--- src/rtl/spi_adc_reader.sv ---
module spi_adc_reader #(
  parameter int CLK_HZ      = 50_000_000,
  parameter int MAX_SCLK_HZ = 20_000_000,
  parameter int SCLK_HALF   = 4,
  parameter int GUARD_NS    = 3500,
  parameter int FRAME_BITS  = 16,
  parameter int DATA_BITS   = 12
) (
  input  logic                 clk,
  input  logic                 rst_n,
  input  logic                 start,
  input  logic                 sdo_in,
  output logic                 cs_n,
  output logic                 sclk,
  output logic [DATA_BITS-1:0] result,
  output logic                 result_valid,
  output logic                 result_stale
);

  localparam longint HALF_MIN_L = (longint'(CLK_HZ) + 2 * longint'(MAX_SCLK_HZ) - 1)
                                  / (2 * longint'(MAX_SCLK_HZ));
  localparam int     HALF       = (longint'(SCLK_HALF) < HALF_MIN_L) ? int'(HALF_MIN_L) : SCLK_HALF;
  localparam longint GUARD_L    = (longint'(GUARD_NS) * longint'(CLK_HZ) + 64'd999_999_999)
                                  / 64'd1_000_000_000;
  localparam int     GUARD      = (GUARD_L < 1) ? 1 : int'(GUARD_L);
  localparam int     TMAX       = (HALF > GUARD) ? HALF : GUARD;
  localparam int     TW         = $clog2(TMAX + 1);
  localparam int     NW         = $clog2(FRAME_BITS + 1);
  localparam logic [TW-1:0] HALF_M1  = TW'(HALF - 1);
  localparam logic [TW-1:0] GUARD_M1 = TW'(GUARD - 1);

  typedef enum logic [2:0] {
    ST_IDLE, ST_LEAD, ST_HIGH, ST_LOW, ST_GUARD, ST_GAP, ST_PULSE
  } state_t;

  state_t               st;
  logic [TW-1:0]        tmr;
  logic [NW-1:0]        nbits;
  logic [DATA_BITS-1:0] shreg;
  logic                 seen;

  wire tick = (tmr == '0);
  wire last = (nbits == NW'(FRAME_BITS - 1));
  wire keep = (nbits < NW'(DATA_BITS));

  always_ff @(posedge clk or negedge rst_n) begin
    if (!rst_n) begin
      st           <= ST_IDLE;
      tmr          <= '0;
      nbits        <= '0;
      shreg        <= '0;
      seen         <= 1'b0;
      cs_n         <= 1'b1;
      sclk         <= 1'b0;
      result       <= '0;
      result_valid <= 1'b0;
      result_stale <= 1'b0;
    end else begin
      result_valid <= 1'b0;
      if (!tick) tmr <= tmr - 1'b1;
      case (st)
        ST_IDLE: if (start) begin
          cs_n  <= 1'b0;
          nbits <= '0;
          tmr   <= HALF_M1;
          st    <= ST_LEAD;
        end
        ST_LEAD, ST_LOW: if (tick) begin
          sclk <= 1'b1;
          tmr  <= HALF_M1;
          st   <= ST_HIGH;
        end
        ST_HIGH: if (tick) begin
          sclk  <= 1'b0;
          nbits <= nbits + 1'b1;
          if (keep) shreg <= {shreg[DATA_BITS-2:0], sdo_in};
          if (last) begin
            tmr <= GUARD_M1;
            st  <= ST_GUARD;
          end else begin
            tmr <= HALF_M1;
            st  <= ST_LOW;
          end
        end
        ST_GUARD: if (tick) begin
          cs_n         <= 1'b1;
          result       <= shreg;
          result_valid <= 1'b1;
          result_stale <= !seen;
          seen         <= 1'b1;
          tmr          <= HALF_M1;
          st           <= ST_GAP;
        end
        ST_GAP: if (tick) begin
          sclk <= 1'b1;
          tmr  <= HALF_M1;
          st   <= ST_PULSE;
        end
        ST_PULSE: if (tick) begin
          sclk <= 1'b0;
          st   <= ST_IDLE;
        end
        default: st <= ST_IDLE;
      endcase
    end
  end

  assert_cs_edge_sclk_low_R1: assert property (@(posedge clk) disable iff (!rst_n)
    ($rose(cs_n) || $fell(cs_n)) |-> !sclk);

  assert_sixteen_bits_R2: assert property (@(posedge clk) disable iff (!rst_n)
    $rose(cs_n) |-> (nbits == NW'(FRAME_BITS)));

  assert_guard_quiet_R4: assert property (@(posedge clk) disable iff (!rst_n)
    (st == ST_GUARD) |-> (!sclk && !cs_n));

  assert_idle_pulse_R5: assert property (@(posedge clk) disable iff (!rst_n)
    (st == ST_IDLE && $past(st) == ST_PULSE) |-> ($fell(sclk) && cs_n));

  assert_valid_on_rise_R6: assert property (@(posedge clk) disable iff (!rst_n)
    result_valid |-> $rose(cs_n));

  assert_valid_single_R6: assert property (@(posedge clk) disable iff (!rst_n)
    result_valid |=> !result_valid);

  assert_half_hold_R8: assert property (@(posedge clk) disable iff (!rst_n)
    ((st == ST_HIGH || st == ST_LOW) && !tick) |=> $stable(sclk));

  assert_busy_ignore_R9: assert property (@(posedge clk) disable iff (!rst_n)
    (st != ST_IDLE && cs_n && start) |=> cs_n);

endmodule

--- config.mk ---
export PLATFORM = sky130hd
export DESIGN_NAME = spi_adc_reader
export DESIGN_NICKNAME = d
export VERILOG_FILES = /design/src/rtl/spi_adc_reader.sv
export SDC_FILE = /design/constraint.sdc
export NUM_CORES = 1
export LEC_CHECK = 0
export ABC_AREA = 1
export ABC_CLOCK_PERIOD_IN_PS = 1580
export BUFFER_PORTS_ARGS = -buffer_cell sky130_fd_sc_hd__buf_2
export CAP_MARGIN = 20
export CELL_PAD_IN_SITES_DETAIL_PLACEMENT = 0
export CELL_PAD_IN_SITES_GLOBAL_PLACEMENT = 1
export CORE_ASPECT_RATIO = 0.5
export CORE_MARGIN = 3
export CORE_UTILIZATION = 30
export DETAILED_ROUTE_END_ITERATION = 8
export PLACE_DENSITY_LB_ADDON = 0.1
export SLEW_MARGIN = 20
export SYNTH_ARGS = -nofsm -noshare
export SYNTH_HDL_FRONTEND = slang
export SYNTH_SLANG_ARGS = --single-unit
--- constraint.sdc ---
create_clock -name clk -period 1.58 [get_ports clk]
set_input_delay 0.316 -clock clk [delete_from_list [all_inputs] [get_ports clk]]
set_output_delay 0.316 -clock clk [all_outputs]
set_load 0.005 [all_outputs]
Yosys cells after proc, flatten, opt, wreduce, memory -nomap -nowiden
Index checks and enable logic that the tools add are counted.
{ "op_classes": {"n_addsub": 2, "mux": 24, "n_eq_ne": 15, "n_reduce_logical": 16, "n_lt_le_gt_ge": 1} }
{ "ops": {"columns": ["operator", "n"], "rows": [
  ["$mux 8", 5],
  ["$pmux 8 s3", 1],
  ["$mux 3", 7],
  ["$pmux 3 s6", 1],
  ["$ne 2x2->1 const B", 6],
  ["$reduce_and 3->1", 4],
  ["$mux 5", 2],
  ["$pmux 5 s2", 1],
  ["$eq 3x3->1 const B", 3],
  ["$logic_not 8->1", 1],
  ["$sub 8x1->8 const B", 1],
  ["$eq 3x2->1 const B", 2],
  ["$reduce_and 6->1", 1],
  ["$reduce_bool 2->1", 3],
  ["$add 5x1->5 const B", 1],
  ["$eq 5x4->1 const B", 1],
  ["$lt 5x4->1 const B", 1],
  ["$mux 1", 5],
  ["$ne 2x1->1 const B", 2],
  ["$pmux 1 s2", 2],
  ["$reduce_or 2->1", 2],
  ["$reduce_or 4->1", 1],
  ["$eq 3x1->1 const B", 1],
  ["$logic_not 3->1", 1],
  ["3 further kinds", 3]
]} }
{ "totals": {"output_inout_bits": 16, "word_cells": 68, "register_bits": 45, "input_bits": 4} }

Depth between registers and ports, before layout
{ "depth": {"word_depth": 4, "ltp_mapped": 10} }

Worst setup path after synthesis
Ideal clock, no wire load.
{ "synth_timing": {"path_type": "reg2reg", "from": "reg tmr[0]", "to": "reg tmr[0]", "period_less_slack_ps": 1655, "n_path_buf": 0, "required_time_ps": 1455, "slack_ps": -75, "path_stages_with_launch": 11, "arrival_ps": 1530, "cell_sequence": "dfrtp_1 -> inv_1 -> ha_1 -> nand2_2 -> inv_1 -> nand2_1 -> ha_1 -> nor2_1 -> nor2_1 -> nor2_1 -> nand3_1"} }
{ "synth_between": {"elab_chain_len": 4, "word_cells_on_any_way": 7, "classes_between": "1 x add/sub; 5 x mux; 1 x reduce/logical"} }
{ "synth_lines": {"columns": ["element", "line", "rtl"], "rows": [
  ["from (decl)", "37", "logic [TW-1:0] tmr;"],
  ["from (signal assigned)", "60", "if (!tick) tmr <= tmr - 1'b1;"],
  ["$sub 8x1->8 or $logic_not 8->1 (tied branches)", "60, 42", null],
  ["$mux 8", "60", null],
  ["$mux 8 (on tied branches)", null, null],
  ["$pmux 8 s3 *", "61", "case (st)"]
]} }
Mark *: on every way between the ends. The rest lies on a longest branch, timed or not.
A chain may end at the register's enable or synchronous reset.

Worst setup path in the final report
Ends and elaborated chain as after synthesis.

==> results.md <==
- 20 — maximum number of pins on one net before global-route repair
- 0 — number of DRC violations after detailed routing
- 0.00219 mm² — Cell Area, Synth
- 45 — CTS sink count
- 0 — Final Max Slew Viols
- 5 — number of buffers added by the clock tree synthesis step
- 312 — Total Nets Final
- 45 — flip-flop and latch count after synthesis
- 300 ps — clock insertion delay at the later pin of the skew report
- 0.432 mV — Max IR drop VDD
- flop — Setup crit start kind
- sky130_fd_sc_hd__nand2_1 — most common library cell in the layout ignoring fill and taps
- 2 — maximum buffer depth of the clock tree
- 0.948 — final critical-path share of the clock period
- 1760 ps — required time at the endpoint of the critical path
- 0.318 — initial core utilization
- 0 — Maximum Capacitance Violations
- flop to flop — WS Path Type
- 0.515 — share of the yosys chip area belonging to registers
- 0 ps — setup TNS
- 1450 mW/mm² — Pwr Density
- 0 — number of antenna repair diodes
- 252 ps — hold_ws
- 1778 — vias after detailed routing
- 66.4 µm — chip height
- 12.5 µm — wire per inst
- 26.5% — Area Growth Syn to Fin
- 70 ps — clock slew seen by the registers of the worst setup and hold paths
- primary input to flop — Hold WC Path Type
- 0.00254 mm² — dpl cell area
- 396 — Post-Layout Cell Count
- 0.782 — RD Place Congestion
- 4960 µm — total wire length
- 19 — number of buffers inserted by port buffering
- completed — run status
- 1680 ps — signal arrival time at the worst endpoint
- 0 — endpoints failing setup
- 0.00277 mm² — final instance area
- 0.667 GHz — Max Fclk
- 7.42 ps — Worst Clk Skew
- 0 — warnings from Yosys
- 481 ps — actual transition at the worst max-transition pin
- 3 — CP max FO
- done — TritonCTS clock tree
- 4 — TritonRoute pass-1 iters
- 8.33 µm² — Post-Syn Area per Cell
- sky130_fd_sc_hd__clkbuf_16 — clock tree root driver cell
- 0.402 — Core Util, Final
- 81.5 ps — worst setup margin
- 0.132 — total routing usage reported by global routing
- 387 — placed cell count
- 48 — number of DRC violations after detailed-routing iteration 0
- 0 — number of hold violations in the final report
- -2.27 ps — pre-CTS setup slack
- 8700 µm — first-pass GRT wire length
- 2 — H-Tree Depth
- 1500 ps — time the worst path needs with I/O delays and setup
- 21 — placement row count
- 0 — GRT overflow
- 1.55 nW — Static Leak
- 20 — I/O pins
- 26 — number of distinct standard cells referenced by the synthesized netlist
- 0.00842 mm² — overall die area
- 4.01 mW — Final Power
- sky130_fd_sc_hd__nand2_1 (98), sky130_fd_sc_hd__dfrtp_1 (44), sky130_fd_sc_hd__nand3_1 (32) — highest-count cells in the layout ignoring fill and taps
- 0.679 — Rel. slew slack
- 0.237 — fraction of final layout cells with drive strength greater than 1
- 272 — synthesized net count
- 127 µm — die boundary width
- 0.00688 mm² — Core Footprint
- 4.49 — via-per-instance ratio
- 0 — ANT nets after route
- 1778 — vias in the first global route
- flop — Crit. End Element
- 263 — number of instances in the synthesized netlist
- 3590 µm — detailed placer's ending HPWL
- 0 — number of antenna violations at the first check in global routing
logic make-up after synthesis:
group,synth area share
XOR/XNOR,0.0240
buffers and inverters,0.0520
AND/OR/NAND/NOR,0.343
flip-flops,0.515
AO/OA/AOI/OAI,0.0371
adder cells (fa/ha/maj),0.0286
timing repair:
action / 4_1_cts / 5_1_grt
pin swaps: 0 / 1
resized for setup: 1 / 7
setup endpoints to repair: 1 / 4
setup buffers: 0 / 0
hold buffers: 1 / 0
endpoints found under the hold margin: 15 / 0
critical path, cell delays in order, from the launching register on:
cell,delay [ps]
sky130_fd_sc_hd__dfrtp_1,430
sky130_fd_sc_hd__inv_2,100
sky130_fd_sc_hd__ha_4,140
sky130_fd_sc_hd__nand2_4,70
sky130_fd_sc_hd__inv_1,70
sky130_fd_sc_hd__nand2_2,70
sky130_fd_sc_hd__ha_4,220
sky130_fd_sc_hd__nor2_1,80
sky130_fd_sc_hd__nor2_1,50
sky130_fd_sc_hd__nor2_1,80
sky130_fd_sc_hd__nand3_1,80
flip-flops by register name, summed over array words and instances, names as in the netlist:
name,flops
result_valid,1
seen,1
st,3
nbits,5
tmr,8
shreg,12
cs_n,1
result_stale,1
result,12
sclk,1
final cells by class:
class	count	area [µm²]
Sequential cell	45	1130
Clock buffer	5	125
Timing Repair Buffer	38	278
Fill cell	693	4110
Clock inverter	3	47.5
Tap cell	92	115
Multi-Input combinational cell	193	1000
Inverter	20	76.3
metal layers:
metal	global-route usage	wire length [µm]	vias to the layer above
met2	0.208	2200	21
met3	0.0371	168	7
met4	0.0521	84	0
met1	0.174	2510	837
li1	-	-	913
met5	0	0	-
synthesized netlist by cell type (all sizes together):
| master | instances | area (µm²) |
|---|---|---|
| a21oi | 6 | 30.0 |
| buf | 5 | 37.5 |
| clkinv | 1 | 5.00 |
| dfrtp | 44 | 1100 |
| dfstp | 1 | 26.3 |
| ha | 5 | 62.6 |
| inv | 19 | 71.3 |
| nand2 | 105 | 424 |
| nand3 | 32 | 160 |
| nand4 | 3 | 25.0 |
| nor2 | 26 | 136 |
| o21ai | 8 | 43.8 |
| o21bai | 1 | 7.51 |
| or2 | 1 | 6.26 |
| xnor2 | 1 | 8.76 |
| xor2 | 5 | 43.8 |
report_power, final:
part	total [mW]	switching, mW	internal, mW
registers	1.52	0.186	1.34
clock network	1.25	0.494	0.758
logic	1.23	0.694	0.537
total	4.01	1.37	2.63
final timing paths:
kind	depth (start not counted)	startpoint	slack (ps)	end
worst max-delay path	10	tmr[0]$_DFF_PN0_	80	tmr[0]$_DFF_PN0_
worst min-delay path	3	sdo_in	250	shreg[0]$_DFFE_PN0P_
worst max register to register	10	tmr[0]$_DFF_PN0_	80	tmr[0]$_DFF_PN0_
worst min register to register	1	seen$_DFFE_PN0P_	460	result_stale$_DFFE_PN0P_
max in group asynchronous	3	rst_n	560	result[3]$_DFFE_PN0P_
min in group asynchronous	2	rst_n	510	tmr[6]$_DFF_PN0_
Note: power is estimated with default switching activity, not from simulation.
